## src/rtl/ppc_pkg.sv

```systemverilog
package ppc_pkg;

    // Reason the pipeline is held, as registered by the control machine
    typedef enum logic [1:0] {
        PS_FLOW      = 2'd0,
        PS_RD_HOLD   = 2'd1,
        PS_WR_HOLD   = 2'd2,
        PS_BOTH_HOLD = 2'd3
    } pstate_e;

    localparam int unsigned PPC_STAGES = 4;

endpackage

```

## src/rtl/ppc_pick.sv

```systemverilog
// Grants the lowest-numbered LIMIT set bits of req and flags whether
// more bits remain than the limit allows.
module ppc_pick #(
    parameter int unsigned W     = 32,
    parameter int unsigned LIMIT = 3
) (
    input  logic [W-1:0] req,
    output logic [W-1:0] grant,
    output logic         over
);
    localparam int unsigned CW = $clog2(W + 1);

    logic [CW-1:0] cnt;

    always_comb begin
        cnt   = '0;
        grant = '0;
        for (int i = 0; i < int'(W); i++) begin
            if (req[i]) begin
                if (cnt < CW'(LIMIT)) begin
                    grant[i] = 1'b1;
                end
                cnt = cnt + CW'(1);
            end
        end
        over = (cnt > CW'(LIMIT));
    end
endmodule

```

## src/rtl/ppc_fsm.sv

```systemverilog
// Registered hold-reason machine: state register and output decode.
module ppc_fsm
    import ppc_pkg::*;
(
    input  logic clk,
    input  logic rst_n,
    input  logic rd_over_nxt,
    input  logic wr_over_nxt,
    output logic stall,
    output logic in_ready
);
    pstate_e state_q, state_d;

    always_comb begin
        unique case ({rd_over_nxt, wr_over_nxt})
            2'b00:   state_d = PS_FLOW;
            2'b10:   state_d = PS_RD_HOLD;
            2'b01:   state_d = PS_WR_HOLD;
            default: state_d = PS_BOTH_HOLD;
        endcase
    end

    always_ff @(posedge clk) begin
        if (!rst_n) begin
            state_q <= PS_FLOW;
        end else begin
            state_q <= state_d;
        end
    end

    always_comb begin
        unique case (state_q)
            PS_FLOW: begin
                stall    = 1'b0;
                in_ready = 1'b1;
            end
            PS_RD_HOLD, PS_WR_HOLD, PS_BOTH_HOLD: begin
                stall    = 1'b1;
                in_ready = 1'b0;
            end
            default: begin
                stall    = 1'b1;
                in_ready = 1'b0;
            end
        endcase
    end
endmodule

```

## src/rtl/ppc_top.sv

```systemverilog
module ppc_top
    import ppc_pkg::*;
#(
    parameter int unsigned NREG     = 32,
    parameter int unsigned TAGW     = 8,
    parameter int unsigned RD_PORTS = 3,
    parameter int unsigned WR_PORTS = 1
) (
    input  logic            clk,
    input  logic            rst_n,
    input  logic            in_valid,
    output logic            in_ready,
    input  logic [NREG-1:0] in_rd,
    input  logic [NREG-1:0] in_wr,
    input  logic [TAGW-1:0] in_tag,
    output logic            stall,
    output logic            fetch_vld,
    output logic            dec_vld,
    output logic            iss_vld,
    output logic            exe_vld,
    output logic [NREG-1:0] rd_grant,
    output logic [NREG-1:0] wr_grant,
    output logic            retire,
    output logic [TAGW-1:0] retire_tag
);
    localparam int unsigned NST   = PPC_STAGES;
    localparam int unsigned S_EXE = NST - 1;
    localparam int unsigned S_ISS = NST - 2;

    // per-stage occupancy, tag and destination mask (destination mask
    // is carried up to issue; execute keeps its own shrinking copy)
    logic            vld_q [NST];
    logic [TAGW-1:0] tag_q [NST];
    logic [NREG-1:0] wr_q  [NST-1];

    logic [NREG-1:0] rd_fetch_q;   // source mask waiting in fetch
    logic [NREG-1:0] rd_pend_q;    // reads still owed by decode
    logic [NREG-1:0] wr_pend_q;    // writes still owed by execute
    logic [NREG-1:0] rd_grant_q, wr_grant_q;

    logic            adv;
    logic [NREG-1:0] rd_pend_d, wr_pend_d;
    logic [NREG-1:0] rd_grant_d, wr_grant_d;
    logic            rd_over_d, wr_over_d;

    assign adv = ~stall;

    // masks each slot will hold after this edge
    assign rd_pend_d = adv ? rd_fetch_q : (rd_pend_q & ~rd_grant_q);
    assign wr_pend_d = adv ? wr_q[S_ISS] : (wr_pend_q & ~wr_grant_q);

    ppc_pick #(.W(NREG), .LIMIT(RD_PORTS)) u_rd_pick (
        .req   (rd_pend_d),
        .grant (rd_grant_d),
        .over  (rd_over_d)
    );

    ppc_pick #(.W(NREG), .LIMIT(WR_PORTS)) u_wr_pick (
        .req   (wr_pend_d),
        .grant (wr_grant_d),
        .over  (wr_over_d)
    );

    ppc_fsm u_fsm (
        .clk         (clk),
        .rst_n       (rst_n),
        .rd_over_nxt (rd_over_d),
        .wr_over_nxt (wr_over_d),
        .stall       (stall),
        .in_ready    (in_ready)
    );

    // fetch slot loads from the input side
    always_ff @(posedge clk) begin
        if (!rst_n) begin
            vld_q[0]   <= 1'b0;
            tag_q[0]   <= '0;
            wr_q[0]    <= '0;
            rd_fetch_q <= '0;
        end else if (adv) begin
            vld_q[0]   <= in_valid;
            tag_q[0]   <= in_valid ? in_tag : '0;
            wr_q[0]    <= in_valid ? in_wr : '0;
            rd_fetch_q <= in_valid ? in_rd : '0;
        end
    end

    // later slots shift together on advance
    for (genvar s = 1; s < int'(NST); s++) begin : g_stage
        always_ff @(posedge clk) begin
            if (!rst_n) begin
                vld_q[s] <= 1'b0;
                tag_q[s] <= '0;
            end else if (adv) begin
                vld_q[s] <= vld_q[s-1];
                tag_q[s] <= tag_q[s-1];
            end
        end
        if (s < int'(NST) - 1) begin : g_wr
            always_ff @(posedge clk) begin
                if (!rst_n) begin
                    wr_q[s] <= '0;
                end else if (adv) begin
                    wr_q[s] <= wr_q[s-1];
                end
            end
        end
    end

    // pending masks and registered grants
    always_ff @(posedge clk) begin
        if (!rst_n) begin
            rd_pend_q  <= '0;
            wr_pend_q  <= '0;
            rd_grant_q <= '0;
            wr_grant_q <= '0;
        end else begin
            rd_pend_q  <= rd_pend_d;
            wr_pend_q  <= wr_pend_d;
            rd_grant_q <= rd_grant_d;
            wr_grant_q <= wr_grant_d;
        end
    end

    assign fetch_vld  = vld_q[0];
    assign dec_vld    = vld_q[1];
    assign iss_vld    = vld_q[S_ISS];
    assign exe_vld    = vld_q[S_EXE];
    assign rd_grant   = rd_grant_q;
    assign wr_grant   = wr_grant_q;
    assign retire     = adv & vld_q[S_EXE];
    assign retire_tag = tag_q[S_EXE];
endmodule

```

## config.mk

```make
export PLATFORM = sky130hd
export DESIGN_NAME = ppc_top
export DESIGN_NICKNAME = d
export VERILOG_FILES = /design/src/rtl/ppc_pkg.sv /design/src/rtl/ppc_pick.sv /design/src/rtl/ppc_fsm.sv /design/src/rtl/ppc_top.sv
export SDC_FILE = /design/constraint.sdc
export NUM_CORES = 1
export LEC_CHECK = 0
export BUFFER_PORTS_ARGS = -buffer_cell sky130_fd_sc_hd__buf_2
export CAP_MARGIN = 20
export CORE_MARGIN = 2
export CORE_UTILIZATION = 55
export DETAILED_ROUTE_END_ITERATION = 10
export PLACE_DENSITY = 0.77
export RECOVER_POWER = 100
export SLEW_MARGIN = 30
export SYNTH_ARGS = -nofsm -noshare
export SYNTH_HDL_FRONTEND = slang
export SYNTH_SLANG_ARGS = --single-unit
```

## constraint.sdc

```tcl
create_clock -name clk -period 20.1 [get_ports clk]
set_clock_uncertainty 0.1 [all_clocks]
set_input_delay 4.02 -clock clk [delete_from_list [all_inputs] [get_ports clk]]
set_output_delay 4.02 -clock clk [all_outputs]
set_load 0.05 [all_outputs]
```

# == Yosys cells after proc, flatten, opt, wreduce, memory -nomap -nowiden ==
# Memories as Yosys holds them, arrays and structs flattened.
# Index checks and enable logic that the tools add are counted.
# classes
n_addsub,62
n_lt_le_gt_ge,64
n_eq_ne,5
mux,151
bitwise,17
n_reduce_logical,65
# op_table
op,count
two-way mux 6 bit,62
"adder 6 x 1 -> 6 bit, second input constant",60
two-way mux 32 bit,7
"< comparator 6 x 1 -> 1 bit, second input constant",30
"< comparator 6 x 2 -> 1 bit, second input constant",30
AND reduction 2 bit,62
two-way mux 1 bit,74
bitwise AND 32 bit,2
NOT 32 bit,2
two-way mux 8 bit,5
bitwise OR 1 bit,11
"equality test 2 bit, second input constant",3
"greater-than comparator 6 x 1 -> 1 bit, second input constant",1
"greater-than comparator 6 x 2 -> 1 bit, second input constant",1
case mux 2 bit (3 select lines),1
"adder 1 x 1 -> 2 bit, second input constant",2
"equality test 2 x 1 -> 1 bit, second input constant",2
logical NOT 2 bit,2
case mux 1 bit (2 select lines),2
OR reduction 3 bit,1
"< comparator 1 x 2 -> 1 bit, second input constant",1
bitwise AND 1 bit,1
"< comparator 1 bit, second input constant",1
NOT 1 bit,1
# word_totals
ff_bits,162
ramBits,132
inputBits,75
out_inout_bits,79
wordCells,435
mem_count,3
# memory_table
name,words,word_bits,rd,rd_ports_with_merged_regs,write_ports,line_no,text
wr_q,3,32,3,0,3,ppc_top.sv:34,logic [NREG-1:0] wr_q [NST-1];
tag_q,4,8,4,0,4,ppc_top.sv:33,logic [TAGW-1:0] tag_q [NST];
vld_q,4,1,4,0,4,ppc_top.sv:32,logic vld_q [NST];

# == Depth between registers and ports, before layout ==
# Gate-level depths: netlist of run 1.
# depth
depth_word,70
depth_mapped,120
mapped_depth_nobuf,109

# == Hierarchy ==
# Synthesis of run 1 repeated with hierarchy kept, for this count alone.
# unflattened
hier_cells,2537
area_unflattened_um2,22643.0
# by_module_without_submodules
mod,instances,cells_per_inst,area_per_inst_um2,seq_area_each_um2
ppc_top,1,916,10857.9,7156.9
ppc_pick (u_rd_pick),1,800,5880.6,0.0
ppc_pick (u_wr_pick),1,815,5841.9,0.0
ppc_fsm,1,6,62.6,40.0

# == Worst setup path after synthesis of run 1 ==
# OpenSTA, ideal clock, no wires.
# synth_path
path_kind,register to register
startpoint,register u_fsm.state_q[0]
endpoint,register u_fsm.state_q[1]
setup_ns,0.116
arrival_ns,21.123
t_required_ns,19.884
path_slack_ns,-1.239
path_stages_with_launch,117
path_buffers,11
period_less_slack_ns,21.339
path_cell_list,dfxtp_1 nor2_4 clkbuf_1 buf_1 clkbuf_1 clkbuf_1 buf_1 buf_1 clkbuf_1 buf_1 clkbuf_1 clkbuf_1 o21ai_0 ha_1 clkbuf_1 xor2_1 inv_1 ha_1 (+81 left out) o21ai_0 ha_1 nor2_1 a21oi_1 ha_1 mux2_2 ha_1 mux2_2 ha_1 mux2i_1 inv_1 ha_1 o21ai_0 nor3_1 or4b_1 a21oi_1 o21ai_1 o211a_1
# synth_via
elab_cells_between_ends,140
cone_classes,add/sub (62); order compare (2); eq/ne (5); mux (68); reduce/logical (3)
# synth_rtl
element,line_no,text
start: declaration,ppc_fsm.sv:12,"pstate_e state_q, state_d;"
start signal: assignment,ppc_fsm.sv:27,state_q <= state_d;
equality test 2 x 1 -> 1 bit or equality test 2 bit (tied branches),ppc_fsm.sv:32,unique case (state_q)
OR reduction 3 bit,ppc_fsm.sv:32,
case mux 1 bit (2 select lines) (*),ppc_fsm.sv:32,
two-way mux 32 bit (*),ppc_top.sv:50,assign wr_pend_d = adv ? wr_q[S_ISS] : (wr_pend_q & ~wr_grant_q);
named net u_wr_pick.req[1],ppc_pick.sv:7,"input logic [W-1:0] req,"
two-way mux 6 bit (*),ppc_pick.sv:19,if (req[i]) begin
adder 6 x 1 -> 6 bit,ppc_pick.sv:23,cnt = cnt + CW'(1);
two-way mux 6 bit (*),ppc_pick.sv:19,
(+53 left out),--,
two-way mux 6 bit (*),ppc_pick.sv:19,
adder 6 x 1 -> 6 bit,ppc_pick.sv:23,
two-way mux 6 bit (*),ppc_pick.sv:19,
adder 6 x 1 -> 6 bit,ppc_pick.sv:23,
two-way mux 6 bit (*),ppc_pick.sv:19,
greater-than comparator 6 x 1 -> 1 bit (*),ppc_pick.sv:26,over = (cnt > CW'(LIMIT));
equality test 2 x 1 -> 1 bit (tied with other cells),ppc_fsm.sv:15,"unique case ({rd_over_nxt, wr_over_nxt})"
case mux 2 bit (3 select lines) (*),ppc_fsm.sv:15,
# The timed path passes the listed nets; every way through them passes the cells marked *.
# A chain may end at the register's enable or synchronous reset.

# == Final worst setup path of run 1 ==
# Ends and elaborated chain as after synthesis.

==> results of run 1 <==
-- synth_stat cells (26+ instances only) --
| cell type | number | area [um^2] |
|---|---|---|
| nor2b_1 | 54 | 338 |
| and2_1 | 118 | 738 |
| nand2_1 | 235 | 882 |
| clkbuf_1 | 64 | 240 |
| o21a_1 | 26 | 195 |
| mux2_2 | 31 | 349 |
| a22o_1 | 33 | 289 |
| dfxtp_1 | 161 | 3220 |
| nor2_1 | 131 | 492 |
| edfxtp_1 | 131 | 3930 |
| nand2b_1 | 51 | 319 |
| and3_1 | 123 | 769 |
| mux2i_1 | 47 | 470 |
| xnor2_1 | 167 | 1460 |
| xor2_1 | 56 | 490 |
| nor3_1 | 60 | 300 |
| ha_1 | 95 | 1190 |
| inv_1 | 89 | 334 |
| nand3_1 | 65 | 325 |
| a21oi_1 | 62 | 310 |
| o21ai_0 | 74 | 370 |
| nor3b_1 | 27 | 203 |
-- cell usage in the layout, fill, tap and decap left out, types with 75 or more instances in the layout --
master	instances
inv_1	88
and2_0	75
ha_1	92
clkbuf_1	90
nor2_1	126
buf_2	76
dfxtp_1	159
and3_1	122
nand2_1	232
xnor2_1	165
edfxtp_1	131
-- what timing repair did --
item / CTS / global route
setup endpoints to repair: 1 / 4
pin swaps: 0 / 13
gates resized for setup: 1 / 44
setup buffers: 1 / 13
cloned: 0 / 0
-- sequential cells by signal, summed over array words and instances, names as in the netlist --
signal	flops
rd_fetch_q	32
rd_grant	31
rd_pend_q	32
tag_q	32
u_fsm.state_q	2
vld_q	4
wr_grant	31
wr_pend_q	32
wr_q	96
-- metrics by stage --
stage                     utilization  setup TNS (ns)  cells  area [um^2]
after floorplan                     -               0   2341        21800
after global placement          0.589               0   2942        22900
after detailed placement        0.589          -0.168   2942        22900
after CTS                       0.618               0   3005        24000
after global routing            0.623          -0.101   3018        24200
final                           0.623               0   3018        24200
-- layout make-up --
cell class	count	area, um^2	share of cell area
clock inverters	12	91.3	0.00378
repair buffers	180	870	0.0360
inverters	93	358	0.0148
flip-flops and latches	292	7160	0.296
multi-input cells	1873	14000	0.580
well taps	518	648	0.0268
clock buffers	50	1030	0.0424
-- per-layer routing --
metal,up-vias,GRT usage,part of all wire
met5,-,0,0
met4,0,0.101,0.037
met3,123,0.0313,0.045
met2,464,0.429,0.48
met1,8303,0.316,0.44
li1,8657,-,-
-- kinds of logic (layout without fill, tap and decap cells) --
| kind of cell | Yosys count | in the layout |
|---|---|---|
| AO/OA/AOI/OAI | 391 | 391 |
| adder cells (fa/ha/maj) | 97 | 97 |
| multiplexers | 86 | 86 |
| AND/OR/NAND/NOR | 1006 | 1006 |
| flip-flops | 292 | 292 |
| buffers and inverters | 176 | 335 |
| XOR/XNOR | 293 | 293 |
-- path summary, 6_finish.rpt --
path,slack [ns],end,from,cells after the start
max reg2reg,1.06,u_fsm.state_q[1],u_fsm.state_q[0],107
max,1.06,u_fsm.state_q[1],u_fsm.state_q[0],107
min reg2reg,0.37,rd_fetch_q[24],rd_fetch_q[24],1
min,0.37,rd_fetch_q[24],rd_fetch_q[24],1
-- worst max-delay path, delay by kind of cell, from the launching register on --
kind                     cells  cell delay (ns)
XOR/XNOR                     2             0.27
adder cells (fa/ha/maj)     28             8.12
multiplexers                 3             0.76
buffers and inverters        6             0.48
flip-flops                   1             0.34
AND/OR/NAND/NOR             41             5.20
AO/OA/AOI/OAI               27             3.64
==> impl_metrics.json, run 1 <==
{
  "viasPerCell": 5.81,
  "crit_type": "flip-flop to flip-flop",
  "dpl.hpwl_um": 38500,
  "crit_path_start_kind": "flip-flop",
  "grt_overflow_total": 0,
  "port_buffers": 153,
  "synth_edf_count": 131,
  "grt_first_pass_wirelength_um": 83900,
  "worst_slack_ns": 1.06,
  "synth_top_family_by_area": "simple AND/OR/NAND/NOR gates",
  "core_area_mm2": 0.0388,
  "end_kind": "flip-flop",
  "cpMaxStageDelayCell": "or4_4",
  "ctsRootBufferMaster": "clkbuf_16",
  "fp.dieH_um": 203,
  "rows": 72,
  "first_pass_iters": 8,
  "synth-seq-cells": 292,
  "clkLatencyLatePin_ns": 0.55,
  "ctsHoldBuffers": 0,
  "clock_sink_count": 292,
  "cp.arrival_ns": 19.37,
  "syn_nets": 2511,
  "cts_tree": "built",
  "slew-limit-headroom": -1.58,
  "num_vias": 17500,
  "area_growth_pct": 11.3,
  "ant_nets": 0,
  "syn_area_mm2": 0.0217,
  "path_clk_slew_ns": 0.06,
  "globalplace.congestion": 0.913,
  "n_antenna_cell": 0,
  "period_needed_ns": 19.04,
  "track_usage": 0.249,
  "ys_types": 114,
  "drc": 0,
  "numCtsBuffers": 34,
  "setup_viol": 0,
  "grt_antenna_before_repair": 0,
  "drv_slew": 317,
  "cp_max_fo": 7,
  "grt_pass1_vias": 17000,
  "num_io_pins": 154,
  "status": "finished, violations left",
  "clockBufferDepth": 3,
  "htreeDepth": 2,
  "max_stage_delay_ns": 0.57,
  "crit_top_cell": "ha_1",
  "fmax_mhz": 52.5,
  "nNetsFinal": 2644,
  "synth_mux_area_frac": 0.0439,
  "grt_max_degree": 75,
  "synthFlopType": "dfxtp_1",
  "violations": "capacitance limit, slew limit",
  "hold_viol": 0,
  "whs_ns": 0.375,
  "die_w_um": 203,
  "yosysSeqAreaShare": 0.329,
  "drt_iter0_drc": 1024,
  "wl_per_cell_um": 17.3,
  "tightest_slew_ns": 3.88,
  "synth_compound_area_frac": 0.127,
  "start_util": 0.559,
  "synth-simple-area-share": 0.253,
  "hp-class": "flip-flop to flip-flop",
  "drv_cap": 5,
  "drt-total-wl_um": 52200,
  "synth_fa_ha_area_frac": 0.0556,
  "worstPathRequired_ns": 20.43,
  "drive_above_1_share": 0.131,
  "synth_warnings": 0,
  "synth_xor_area_frac": 0.158,
  "dp_slack_ns": -0.168,
  "dieArea_mm2": 0.0411,
  "fin_crit_sh": 0.947,
  "ys_async_sr_fraction": 0,
  "syn_inst": 2341,
  "syn_area_per_cell_um2": 9.28,
  "fillers": 3247
}
Power of run 1 is not shown: default switching activity piles up to over one toggle a cycle in this logic, so the estimate is an artifact.
==> run 2, diff against run 1 <==
Settings changed: CTS_BUF_LIST set to sky130_fd_sc_hd__clkbuf_8.
==> impl_metrics.json, run 2 (synthesis results as in run 1) <==
{
  "clockBufferDepth": 3,
  "drt-total-wl_um": 51900,
  "ctsRootBufferMaster": "clkbuf_8",
  "reg2reg_from": "u_fsm.state_q[0]",
  "num_vias": 17500,
  "multi_input_area_mm2": 0.0139,
  "crit_top_cell": "ha_1",
  "fp.dieH_um": 203,
  "num_io_pins": 154,
  "period_needed_ns": 18.94,
  "hold_path_depth": 1,
  "setup_viol": 0,
  "violations": "capacitance limit, slew limit",
  "grt_overflow_total": 0,
  "fmax_mhz": 52.8,
  "hp-start": "rd_fetch_q[24]",
  "ant_nets": 0,
  "wl_per_cell_um": 17.1,
  "end_kind": "flip-flop",
  "nNetsFinal": 2657,
  "cpMaxStageDelayCell": "or4_4",
  "htreeDepth": 2,
  "stdcell_count": 3040,
  "globalplace.congestion": 0.913,
  "ff2ff_setup_slack_ns": 1.16,
  "ctsHoldBuffers": 0,
  "area.sequential_mm2": 0.00716,
  "tightest_slew_ns": 3.83,
  "grt_first_pass_wirelength_um": 83800,
  "rows": 72,
  "regMostFlops": "wr_q",
  "track_usage": 0.247,
  "clock_sink_count": 292,
  "r2r_cells": 107,
  "die_w_um": 203,
  "fin_crit_sh": 0.943,
  "crit_path_start_kind": "flip-flop",
  "n_antenna_cell": 0,
  "drt_iter0_drc": 1002,
  "hp-class": "flip-flop to flip-flop",
  "hold_viol": 0,
  "grt_antenna_before_repair": 0,
  "area_growth_pct": 9.98,
  "setup-tns-final_ns": 0,
  "max_stage_delay_ns": 0.57,
  "viasPerCell": 5.76,
  "final_cell_mix": "232 x nand2_1, 172 x xnor2_1, 159 x dfxtp_1",
  "reg2reg_to": "u_fsm.state_q[1]",
  "dpl.cell_count": 2942,
  "largest_reg_flops": 96,
  "dpl.hpwl_um": 38500,
  "path_clk_slew_ns": 0.06,
  "grt_max_degree": 75,
  "first_pass_iters": 5,
  "port_buffers": 153,
  "final_common_cell": "nand2_1",
  "drv_slew": 387,
  "fillers": 3319,
  "numCtsBuffers": 50,
  "drc": 0,
  "crit_type": "flip-flop to flip-flop",
  "core_area_mm2": 0.0388,
  "dieArea_mm2": 0.0411,
  "drive_above_1_share": 0.129,
  "grt_pass1_vias": 17000,
  "start_util": 0.559,
  "worstPathRequired_ns": 20.48,
  "min_to": "rd_fetch_q[24]",
  "drv_cap": 7,
  "status": "finished, violations left",
  "cp_max_fo": 7,
  "cp.arrival_ns": 19.32,
  "fin_util": 0.615,
  "slew-limit-headroom": -1.55,
  "cts_tree": "built",
  "clkLatencyLatePin_ns": 0.62
}
[run 2: changes by cell type in the layout (fill, tap and decap cells not counted), sizes merged]
cell	change
clkinv	-2
clkinvlp	-1
bufinv	+1
buf	-4
inv	+19
clkbuf	+9
[run 2: what timing repair did]
action / CTS / global route
buffers inserted: 1 / 10
endpoints found under the setup margin: 1 / 4
gates resized for setup: 1 / 47
pin swaps: 0 / 13
endpoints found under the hold margin: 0 / 0
[run 2: worst max path at each step]
stage                                 from               end  slack [ns]  depth (start not counted)
after floorplan           u_fsm.state_q[1]  u_fsm.state_q[1]        0.02                        117
after global placement    u_fsm.state_q[1]  u_fsm.state_q[1]        0.73                        105
after detailed placement  u_fsm.state_q[1]  u_fsm.state_q[1]       -0.17                        105
after CTS                 u_fsm.state_q[1]  u_fsm.state_q[1]        0.03                        106
after global routing      u_fsm.state_q[0]  u_fsm.state_q[1]       -0.06                        107
final                     u_fsm.state_q[0]  u_fsm.state_q[1]        1.16                        107
[run 2: area by class of cell]
class	instances	area share
Multi-Input combinational cell	1873	0.582
Sequential cell	292	0.300
Timing Repair Buffer	177	0.0353
Clock buffer	58	0.0334
Tap cell	518	0.0271
Inverter	93	0.0152
Clock inverter	29	0.00723
[run 2: critical path: cells and delay by family, from the launching register on]
family / cells / cell delay [ns]
muxes: 3 / 0.76
AOI/OAI and AO/OA: 25 / 3.29
buffers and inverters: 7 / 0.55
adders and majority gates: 28 / 8.16
DFF: 1 / 0.35
and+or+nand+nor: 42 / 5.34
xor gates and xnor gates: 2 / 0.27
[run 2: per-layer routing]
| metal | vias up | routed length (um) | global-route usage |
|---|---|---|---|
| li1 | 8683 | - | - |
| met1 | 8252 | 22700 | 0.316 |
| met2 | 458 | 25000 | 0.428 |
| met3 | 105 | 2470 | 0.0310 |
| met4 | 0 | 1730 | 0.0938 |
| met5 | - | 0 | 0 |
[run 2: stage by stage]
step | instance area (um^2) | hold slack (ns) | setup slack (ns)
after global routing | 23900 | 0.387 | -0.0594
after detailed placement | 22900 | 0.359 | -0.168
after global placement | 22900 | 0.359 | 0.726
after CTS | 23900 | 0.376 | 0.0336
after floorplan | 21800 | 0.342 | 0.0235
final | 23900 | 0.375 | 1.16
Power of run 2 is left out for the same reason.
